## src/rtl/pwr_pkg.sv

```systemverilog
package pwr_pkg;

    typedef enum logic [2:0] {
        MODE_FULL  = 3'd0,
        MODE_DPM   = 3'd1,
        MODE_DOZE  = 3'd2,
        MODE_NAP   = 3'd3,
        MODE_SLEEP = 3'd4,
        MODE_SNOOP = 3'd5
    } pwr_mode_e;

    typedef enum logic [3:0] {
        ST_RUN,
        ST_DOZE_WAIT,
        ST_QUIESCE,
        ST_NAP,
        ST_SLEEP,
        ST_DOZE,
        ST_SN_OPEN,
        ST_SN_FLUSH,
        ST_SN_CLOSE
    } seq_state_e;

    typedef enum logic [1:0] {
        LP_NONE,
        LP_DOZE,
        LP_NAP,
        LP_SLEEP
    } lp_req_e;

    typedef struct packed {
        logic    dpm;
        lp_req_e lp;
    } ctrl_dec_t;

    typedef struct packed {
        logic cache;
        logic snoop;
        logic timer;
        logic cb_req;
        logic qreq;
    } gate_t;

    // Sleep outranks nap, nap outranks doze.
    function automatic lp_req_e pick_lp(input logic sleep_b, input logic nap_b, input logic doze_b);
        if (sleep_b)     return LP_SLEEP;
        else if (nap_b)  return LP_NAP;
        else if (doze_b) return LP_DOZE;
        else             return LP_NONE;
    endfunction

    function automatic logic is_quiet_req(input lp_req_e lp);
        return (lp == LP_NAP) || (lp == LP_SLEEP);
    endfunction

endpackage

```

## src/rtl/pwr_ctrl_decode.sv

```systemverilog
module pwr_ctrl_decode
    import pwr_pkg::*;
#(
    parameter int CTRL_W    = 32,
    parameter int DPM_BIT   = 11,
    parameter int DOZE_BIT  = 8,
    parameter int NAP_BIT   = 9,
    parameter int SLEEP_BIT = 10
) (
    input  logic [CTRL_W-1:0] ctrl,
    output ctrl_dec_t         dec
);
    logic ctrl_unused;
    assign ctrl_unused = ^ctrl;

    always_comb begin
        dec.dpm = ctrl[DPM_BIT];
        dec.lp  = pick_lp(ctrl[SLEEP_BIT], ctrl[NAP_BIT], ctrl[DOZE_BIT]);
    end
endmodule

```

## src/rtl/pwr_doze_delay.sv

```systemverilog
module pwr_doze_delay #(
    parameter int DLY = 4
) (
    input  logic clk,
    input  logic rst,
    input  logic count_en,
    output logic expired
);
    localparam int CW = (DLY > 1) ? $clog2(DLY) : 1;

    logic [CW-1:0] cnt;

    always_ff @(posedge clk) begin
        if (rst || !count_en) cnt <= '0;
        else                  cnt <= cnt + 1'b1;
    end

    assign expired = count_en && (cnt == CW'(DLY - 1));
endmodule

```

## src/rtl/pwr_seq_fsm.sv

```systemverilog
module pwr_seq_fsm
    import pwr_pkg::*;
(
    input  logic       clk,
    input  logic       rst,
    input  ctrl_dec_t  dec,
    input  logic       qack,
    input  logic       snoop_hit,
    input  logic       cb_done,
    input  logic       doze_expired,
    output seq_state_e state
);
    seq_state_e nxt;

    always_comb begin
        nxt = state;
        unique case (state)
            ST_RUN: begin
                if (is_quiet_req(dec.lp))    nxt = ST_QUIESCE;
                else if (dec.lp == LP_DOZE)  nxt = ST_DOZE_WAIT;
            end
            ST_DOZE_WAIT: begin
                if (dec.lp != LP_DOZE)       nxt = ST_RUN;
                else if (doze_expired)       nxt = ST_DOZE;
            end
            ST_QUIESCE: begin
                if (!is_quiet_req(dec.lp))   nxt = ST_RUN;
                else if (qack)               nxt = (dec.lp == LP_SLEEP) ? ST_SLEEP : ST_NAP;
            end
            ST_NAP, ST_SLEEP: begin
                if (!qack)                   nxt = ST_RUN;
            end
            ST_DOZE: begin
                if (snoop_hit)               nxt = ST_SN_OPEN;
                else if (dec.lp != LP_DOZE)  nxt = ST_RUN;
            end
            ST_SN_OPEN:                      nxt = ST_SN_FLUSH;
            ST_SN_FLUSH: begin
                if (cb_done)                 nxt = ST_SN_CLOSE;
            end
            ST_SN_CLOSE:                     nxt = ST_DOZE;
            default:                         nxt = ST_RUN;
        endcase
    end

    always_ff @(posedge clk) begin
        if (rst) state <= ST_RUN;
        else     state <= nxt;
    end
endmodule

```

## src/rtl/pwr_gate_decode.sv

```systemverilog
module pwr_gate_decode
    import pwr_pkg::*;
#(
    parameter int N_UNITS = 4
) (
    input  seq_state_e         state,
    input  logic               dpm,
    input  logic [N_UNITS-1:0] unit_req,
    output logic [N_UNITS-1:0] unit_en,
    output gate_t              gate,
    output pwr_mode_e          mode
);
    logic full_pwr;

    assign full_pwr = (state == ST_RUN) || (state == ST_DOZE_WAIT) || (state == ST_QUIESCE);

    genvar u;
    generate
        for (u = 0; u < N_UNITS; u++) begin : g_unit
            assign unit_en[u] = full_pwr && (!dpm || unit_req[u]);
        end
    endgenerate

    always_comb begin
        gate = '{cache: 1'b0, snoop: 1'b1, timer: 1'b1, cb_req: 1'b0, qreq: 1'b0};
        mode = dpm ? MODE_DPM : MODE_FULL;
        unique case (state)
            ST_RUN, ST_DOZE_WAIT: gate.cache = 1'b1;
            ST_QUIESCE: begin
                gate.cache = 1'b1;
                gate.qreq  = 1'b1;
            end
            ST_NAP: begin
                gate.snoop = 1'b0;
                gate.qreq  = 1'b1;
                mode       = MODE_NAP;
            end
            ST_SLEEP: begin
                gate.snoop = 1'b0;
                gate.timer = 1'b0;
                gate.qreq  = 1'b1;
                mode       = MODE_SLEEP;
            end
            ST_DOZE: mode = MODE_DOZE;
            ST_SN_OPEN: begin
                gate.cache = 1'b1;
                mode       = MODE_SNOOP;
            end
            ST_SN_FLUSH: begin
                gate.cache  = 1'b1;
                gate.cb_req = 1'b1;
                mode        = MODE_SNOOP;
            end
            ST_SN_CLOSE: mode = MODE_SNOOP;
            default: ;
        endcase
    end
endmodule

```

## src/rtl/pwr_mode_ctrl.sv

```systemverilog
module pwr_mode_ctrl
    import pwr_pkg::*;
#(
    parameter int CTRL_W     = 32,
    parameter int N_UNITS    = 4,
    parameter int DOZE_DELAY = 4,
    parameter int DPM_BIT    = 11,
    parameter int DOZE_BIT   = 8,
    parameter int NAP_BIT    = 9,
    parameter int SLEEP_BIT  = 10
) (
    input  logic               clk,
    input  logic               rst,
    input  logic [CTRL_W-1:0]  pm_ctrl,
    input  logic [N_UNITS-1:0] unit_req,
    input  logic               quiesce_ack,
    input  logic               snoop_hit,
    input  logic               copyback_done,
    output logic [N_UNITS-1:0] unit_clk_en,
    output logic               cache_clk_en,
    output logic               snoop_clk_en,
    output logic               timer_clk_en,
    output logic               copyback_req,
    output logic               quiesce_req,
    output logic [2:0]         mode
);
    ctrl_dec_t  dec;
    seq_state_e state;
    logic       doze_expired;
    gate_t      gate;
    pwr_mode_e  mode_e;

    pwr_ctrl_decode #(
        .CTRL_W(CTRL_W), .DPM_BIT(DPM_BIT), .DOZE_BIT(DOZE_BIT),
        .NAP_BIT(NAP_BIT), .SLEEP_BIT(SLEEP_BIT)
    ) u_decode (
        .ctrl (pm_ctrl),
        .dec  (dec)
    );

    pwr_doze_delay #(.DLY(DOZE_DELAY)) u_delay (
        .clk      (clk),
        .rst      (rst),
        .count_en (state == ST_DOZE_WAIT),
        .expired  (doze_expired)
    );

    pwr_seq_fsm u_fsm (
        .clk          (clk),
        .rst          (rst),
        .dec          (dec),
        .qack         (quiesce_ack),
        .snoop_hit    (snoop_hit),
        .cb_done      (copyback_done),
        .doze_expired (doze_expired),
        .state        (state)
    );

    pwr_gate_decode #(.N_UNITS(N_UNITS)) u_gate (
        .state    (state),
        .dpm      (dec.dpm),
        .unit_req (unit_req),
        .unit_en  (unit_clk_en),
        .gate     (gate),
        .mode     (mode_e)
    );

    assign cache_clk_en = gate.cache;
    assign snoop_clk_en = gate.snoop;
    assign timer_clk_en = gate.timer;
    assign copyback_req = gate.cb_req;
    assign quiesce_req  = gate.qreq;
    assign mode         = mode_e;
endmodule

```

## config.mk

```make
export PLATFORM = sky130hd
export DESIGN_NAME = pwr_mode_ctrl
export DESIGN_NICKNAME = d
export VERILOG_FILES = /design/src/rtl/pwr_pkg.sv /design/src/rtl/pwr_ctrl_decode.sv /design/src/rtl/pwr_doze_delay.sv /design/src/rtl/pwr_seq_fsm.sv /design/src/rtl/pwr_gate_decode.sv /design/src/rtl/pwr_mode_ctrl.sv
export SDC_FILE = /design/constraint.sdc
export NUM_CORES = 1
export LEC_CHECK = 0
export CAP_MARGIN = 20
export CORE_MARGIN = 5
export CORE_UTILIZATION = 34
export DETAILED_ROUTE_END_ITERATION = 8
export PLACE_DENSITY_LB_ADDON = 0.25
export SKIP_LAST_GASP = 1
export SLEW_MARGIN = 20
export SYNTH_ARGS = -nofsm -noshare
export SYNTH_HDL_FRONTEND = slang
export SYNTH_HIERARCHICAL = 1
export SYNTH_SLANG_ARGS = --single-unit
```

## constraint.sdc

```tcl
create_clock -name clk -period 2.7 [get_ports clk]
set_clock_uncertainty 0.2 [all_clocks]
set_input_delay 0.54 -clock clk [delete_from_list [all_inputs] [get_ports clk]]
set_output_delay 0.54 -clock clk [all_outputs]
set_load 0.05 [all_outputs]
```

After elaboration in Yosys (flattened, before gate mapping)
Cells that the tools add are included.
Storage, ports and cells
  register bits after elaboration: 6
  output and inout bits: 12
Cells by class
  mux-type cells: 22
  $add $sub $neg: 1
  reduce and logical (&&, ||, !) cells: 21
  eq/ne operators: 19
Operators by type and width (count)
  $mux 4: 10
  $pmux 4 s8: 1
  $eq 4x3->1 const B: 4
  $pmux 3 s4: 1
  $eq 4x2->1 const B: 2
  $logic_or 1x1->1: 8
  $mux 1: 7
  $eq 2x2->1 const B: 3
  $ne 3x2->1 const B: 2
  $reduce_and 6->1: 1
  $reduce_or 3->1: 2
  $logic_and 1x1->1: 5
  $reduce_or 5->1: 1
  $eq 4x1->1 const B: 1
  $eq 4x4->1 const B: 1
  $logic_not 4->1: 1
  $mux 2: 2
  $ne 2x2->1 const B: 2
  $mux 3: 1
  $ne 3x1->1 const B: 1
  $ne 3x3->1 const B: 1
  $add 2x1->2 const B: 1
  $eq 2x1->1 const B: 1
  $logic_not 1->1: 2
  other kinds (2): 2

Longest topological paths before layout
Gate-level depths: netlist of the first run.
  word-level depth: 8
  gate-level depth with buffers: 7
  depth with buffers taken out: 7

Hierarchy
The synthesis of the first run kept the hierarchy.
By module, submodules not included
  pwr_seq_fsm: times used 1, area each 427.9 um^2, sequential area each 80.1 um^2, cells each 54
  pwr_gate_decode: times used 1, area each 183.9 um^2, sequential area each 0.0 um^2, cells each 35
  pwr_doze_delay: times used 1, area each 80.1 um^2, sequential area each 40.0 um^2, cells each 6
  pwr_ctrl_decode: times used 1, area each 25.0 um^2, sequential area each 0.0 um^2, cells each 4
  pwr_mode_ctrl: times used 1, area each 15.0 um^2, sequential area each 0.0 um^2, cells each 1

Worst setup path after synthesis of the first run
OpenSTA, ideal clock, no wires.
  path kind: register to output
  start point: reg u_fsm.state[3]
  end point: out mode[0]
  arrival time: 1845 ps
  path buffers: 1
  path slack: 115 ps
  cell stages (with the launch flop): 4
  cells stage by stage: dfxtp_1 > buf_2 > a21oi_1 > o21ai_0
On the way
  cells in the longest elaborated chain, start to end: 3
  elaborated cells on any way between the ends: 8
  those cells by class: eq/ne (6); mux (1); reduce/logical (1)
RTL lines
  from (decl): line pwr_seq_fsm.sv:11  | output seq_state_e state
  from (signal assigned): line pwr_seq_fsm.sv:48  | else state <= nxt;
  $eq 4x3->1 / $eq 4x4->1 (equally long branches): line pwr_gate_decode.sv:27  | unique case (state)
  $reduce_or 3->1 (no line)
  $pmux 3 s4 *: line pwr_gate_decode.sv:27
  to (decl): line pwr_mode_ctrl.sv:25  | output logic [2:0] mode
Mark *: on every way between the ends. The rest lies on a longest branch, timed or not.

Worst setup path after layout of the first run
  start point: in pm_ctrl[11]
  end point: out mode[0]
On the way
  cells in the longest elaborated chain, start to end: 2
RTL lines
  from (decl): line pwr_mode_ctrl.sv:14  | input logic [CTRL_W-1:0] pm_ctrl,
  $mux 1: line pwr_gate_decode.sv:26  | mode = dpm ? MODE_DPM : MODE_FULL;
  $pmux 3 s4: line pwr_gate_decode.sv:27
No other way between the ends.

==> results_dict.tcl, run 1 <==
set metrics [dict create \
    path_class "in2out" \
    drt_iter0_markers 13 \
    p_total_mw 0.897 \
    required_ns 1.96 \
    cts_tree "yes" \
    synth_edf_count 0 \
    ir_drop_mv 0.562 \
    antenna_found_initial 0 \
    vias_per_cell 5.09 \
    finalWorstSetupSlack_ns 0.260 \
    place_congestion 0.863 \
    finalSetupTns_ns 0 \
    drv_cap 0 \
    yosysWarnings 6 \
    die_x_um 56.4 \
    pre_cts_ws_ns 0.183 \
    fp.dieH_um 56.4 \
    yosysTopAreaCell "dfxtp_1" \
    drv_slew 0 \
    m1WireLength_um 881 \
    cpPeakStageDelay_ns 0.57 \
    wl_met3_um 59 \
    numClockSinks 6 \
    critPathBufInv 2 \
    crit_arrival_ns 1.70 \
    clock_tree.buffer_depth 2 \
    ys_ff_latch 6 \
    worstPathMaxFanout 6 \
    min_path_type "reg2reg" \
    final.period_utilization 0.904 \
    synthTopCellsByArea "dfxtp_1 (16%), a21oi_1 (6.8%), nand2b_1 (6.8%)" \
    path_clk_slew_ns 0.04 \
    drc 0 \
    routedWlPerCell_um 12.4 \
    die_area_sq_um 3180 \
    n_antenna_cell 0 \
    p_per_area_nw_per_um2 838 \
    insertion_delay_ns 0.24 \
    synth.cell_area_sq_um 732 \
    rsz0062_at_grt "no" \
    synthFlopType "dfxtp_1" \
    worst_path_max_delay_cell "clkdlybuf4s50_1" \
    setup_viol 0 \
    tightest_slew_ns 0.629 \
    vias 774 \
    rows 16 \
    met2_length_um 905 \
    synth_fp_nets 142 \
    async_reset_ff_frac 0 \
    gr-total-overflow 0 \
    status "finished, final reports clean" \
    grt_max_degree 19 \
    fin_crit_ns 2.44 \
    ctsHoldBuffers 0 \
    synth.most_common_cell "a21oi_1" \
    start_util 0.366 \
    gr-usage-all-layers 0.118 \
    drt_wl_total_um 1880 \
    syn-instance-count 100 \
    synthTopCellsByCount "a21oi_1 (10), inv_1 (8), nand2b_1 (8), o21ai_0 (8), dfxtp_1 (6)" \
    cp_cell_sequence "clkdlybuf4s50_1 -> a21oi_1 -> o21ai_0 -> buf_12" \
    cts_max_level 1 \
    synth_top_cell_area_share 0.164 \
    grt_pass1_wl_um 3190 \
    ys_seq_area_frac 0.164 \
    ant_nets 0 \
    ios 53 \
    clockRootBuffer "clkbuf_4" \
    leakage_nw 0.442 \
    first_pass_iters 4 \
    finalNetCount 169 \
    hold_viol_final 0 \
    endpoint_kind "output pin" \
    hpwl_um 1430 \
    drive_above_1_share 0.208 \
    reg2reg_setup_slack_ns 0.47 \
    syn_avg_cell_area_sq_um 7.32 \
    slew-limit-headroom 0.580 \
    cts_resized 0 \
    port_buffers 24 \
    cts_made_buffers 3 \
    grt_pass1_vias 747 \
    highest_layer "met4" \
    cp_top_family "buffers and inverters" \
    post_cts_buffers 0 \
    start_kind "primary input" \
    clock.fmax_ghz 0.410 \
    core-area_sq_um 2000 \
    area_growth_pct 46.3 \
    synth_cell_types 41 \
]
==> cells in the final DEF (no fill, tap or decap), drive strengths merged, types with 2 or more instances in the layout <==
cell and instances:
nor2 5, inv 9, o21ai 9, nor3b 4
or2b 4, nor4 2, dfxtp 6, clkbuf 3
o211ai 2, a21boi 2, buf 16, and2 3
clkdlybuf4s50 12, nand2b 8, nand2 6, mux2i 3
or2 2, a21oi 11, a21o 3
==> worst reg2reg max path, cell delays in order, from the launching register on <==
cell,delay (ns)
dfxtp_1,0.50
nor4b_2,0.38
and2_1,0.18
nand3b_1,0.10
o21ai_0,0.10
a221oi_2,0.46
mux2i_1,0.23
==> final timing paths <==
check / start / to / depth (start not counted)
max: pm_ctrl[11] / mode[0] / 4
min: u_delay/cnt[0] / u_delay/cnt[0] / 1
max reg2reg: u_fsm/state[3] / u_fsm/state[1] / 6
min reg2reg: u_delay/cnt[0] / u_delay/cnt[0] / 1
==> flip-flops by register name, summed over array words and instances (netlist names) <==
register	flops
u_fsm/state	4
u_delay/cnt	2
==> cell families (layout without fill, tap and decap cells) <==
logic type / count (synthesis) / after routing / synth area share
muxes: 3 / 3 / 0.0410
and+or+nand+nor: 42 / 42 / 0.373
DFF: 6 / 6 / 0.164
adders and majority gates: 1 / 1 / 0.0171
buffers and inverters: 15 / 40 / 0.108
AOI/OAI and AO/OA: 32 / 32 / 0.285
xor gates and xnor gates: 1 / 1 / 0.0120
==> area by class of cell <==
class | count | area (sq um)
fill | 192 | 931
multi-input combinational | 79 | 533
timing repair buffer | 28 | 328
sequential | 6 | 120
inverter | 9 | 33.8
tap | 27 | 33.8
clock buffer | 3 | 22.5
==> routing by layer <==
layer	vias to the layer above	global-route usage
li1	400	-
met1	355	0.144
met2	15	0.204
met3	4	0.0229
met4	0	0.0407
met5	-	0
==> metrics by stage <==
step / utilization / instances / hold WS, ns / area (sq um)
after global routing: 0.535 / 152 / 0.264 / 1070
after CTS: 0.535 / 152 / 0.249 / 1070
final: 0.535 / 152 / 0.246 / 1070
after global placement: 0.524 / 149 / 0.226 / 1050
after detailed placement: 0.524 / 149 / 0.243 / 1050
after floorplan: - / 100 / 0.216 / 732
==> where the power goes <==
group | internal [mW] | switching, mW
Combinational | 0.287 | 0.374
Clock | 0.0501 | 0.0300
Sequential | 0.108 | 0.0472
Total | 0.446 | 0.452
Power figures use the tool's default switching activity.
==> run 2: changes to the inputs <==
- CORE_UTILIZATION: 34 -> 31
- clock period: 2.7 -> 2 ns (I/O delays scaled with it)
==> results_dict.tcl, run 2 (synthesized netlist as in run 1, its figures left out) <==
set metrics [dict create \
    hold_viol_final 0 \
    routedWlPerCell_um 13.1 \
    die_area_sq_um 3430 \
    ant_nets 0 \
    fp.dieH_um 58.6 \
    vias 863 \
    drv_slew 0 \
    n_antenna_cell 0 \
    path_class "in2reg" \
    swShare 0.462 \
    ctsHoldBuffers 0 \
    grt_busiest_layer "met2" \
    tightest_slew_ns 0.583 \
    final.period_utilization 0.980 \
    cp_cell_sequence "clkdlybuf4s50_1 -> a21o_1 -> nand2b_1 -> or3_1 -> a21oi_2 -> a221oi_4 -> mux2i_1" \
    worst_path_max_delay_cell "clkdlybuf4s50_1" \
    grt_max_degree 23 \
    reg_top3 "u_fsm/state: 4 flops, u_delay/cnt: 2 flops" \
    path_clk_slew_ns 0.04 \
    drive_above_1_share 0.381 \
    use_met2 0.212 \
    crit_arrival_ns 1.87 \
    clock.fmax_ghz 0.510 \
    status "finished, final reports clean" \
    ios 53 \
    seqPwrFrac 0.122 \
    clock_tree.buffer_depth 2 \
    clockPowerShare 0.071 \
    gr-usage-all-layers 0.115 \
    p_per_area_nw_per_um2 1130 \
    fin_crit_ns 1.96 \
    grt_util_met1 0.143 \
    cts_tree "yes" \
    finalNetCount 183 \
    core-area_sq_um 2230 \
    min_path_type "reg2reg" \
    rsz0062_at_grt "yes" \
    drt_iter0_markers 28 \
    start_kind "primary input" \
    port_buffers 24 \
    grt_pass1_vias 762 \
    intPower_mw 0.801 \
    combPwrFrac 0.807 \
    worstPathMaxFanout 4 \
    gr-total-overflow 0 \
    finalSetupTns_ns 0 \
    num-fill-cells 197 \
    top_register "u_fsm/state" \
    mostFrequentLayoutCells "buf_12 (11), buf_4 (11), clkdlybuf4s50_1 (9)" \
    cts_max_level 1 \
    hpwl_um 1510 \
    slew-limit-headroom 0.607 \
    place_congestion 0.755 \
    drv_cap 0 \
    first_pass_iters 4 \
    vias_per_cell 5.17 \
    antenna_found_initial 0 \
    endpoint_kind "flop" \
    largest_reg_flops 4 \
    area_growth_pct 80.2 \
    drc 0 \
    start_util 0.328 \
    ir_drop_mv 0.593 \
    cts_made_buffers 3 \
    fin_cells 167 \
    switching_power_mw 0.687 \
    clockRootBuffer "clkbuf_4" \
    die_x_um 58.6 \
    rows 17 \
    cpPeakStageDelay_ns 0.45 \
    setup_viol 0 \
    drt_wl_total_um 2180 \
    insertion_delay_ns 0.23 \
    gr-usage-met3 0.0285 \
    numClockSinks 6 \
    required_ns 1.91 \
    place_inst 154 \
    grt_pass1_wl_um 3230 \
    leakage_nw 0.564 \
]
## run 2: changes by cell type in the layout (fill, tap and decap cells not counted), sizes merged
cell	change
buf	+13
clkbuf	+1
clkdlybuf4s50	-3
dlygate4sd2	+3
## run 2: critical path, delay by kind of cell
family	cells	cell delay, ns
buf+inv	1	0.45
simple gates	2	0.43
compound gates	3	0.41
mux	1	0.16
## run 2: power by group through the flow
stage	clock, mW	combinational, mW	sequential, mW
after detailed placement	0	1.03	0.164
after floorplan	0	0.614	0.198
after global routing	0.124	1.27	0.186
after CTS	0.112	1.08	0.168
after global placement	0	1.02	0.163
final	0.106	1.20	0.182
## run 2: metal layers
layer / up-vias / routed length [um]
met5: - / 0
met4: 0 / 0
met3: 0 / 75
met2: 22 / 1180
met1: 406 / 933
li1: 435 / -
## run 2: worst paths after layout
| check | start | to | slack (ns) | cells after the start |
|---|---|---|---|---|
| hold / removal | u_delay/cnt[0] | u_delay/cnt[0] | 0.24 | 1 |
| setup / recovery | pm_ctrl[8] | u_fsm/state[2] | 0.04 | 7 |
| hold reg to reg | u_delay/cnt[0] | u_delay/cnt[0] | 0.24 | 1 |
| setup reg to reg | u_fsm/state[1] | u_fsm/state[2] | 0.10 | 6 |
## run 2: final cells by class
type,instances,area [sq um],share of cell area
Multi-Input combinational cell,79,587,0.445
Clock buffer,3,22.5,0.0171
Inverter,9,33.8,0.0256
Tap cell,28,35.0,0.0266
Sequential cell,6,126,0.0958
Timing Repair Buffer,42,514,0.390
## run 2: what timing repair did
item,CTS,global route
resized for setup,9,15
setup buffers,0,7
pin swaps,4,1
setup endpoints to repair,13,13
cloned,1,2
## run 2: metrics by stage
step	hold slack, ns	power, mW	util	cell area [sq um]	setup WS [ns]
after floorplan	0.216	0.813	-	741	-0.106
after global placement	0.225	1.19	0.510	1140	-0.351
after detailed placement	0.243	1.20	0.510	1140	-0.405
after CTS	0.249	1.36	0.534	1190	-0.0142
after global routing	0.261	1.58	0.590	1320	-0.0472
final	0.240	1.49	0.590	1320	0.0400
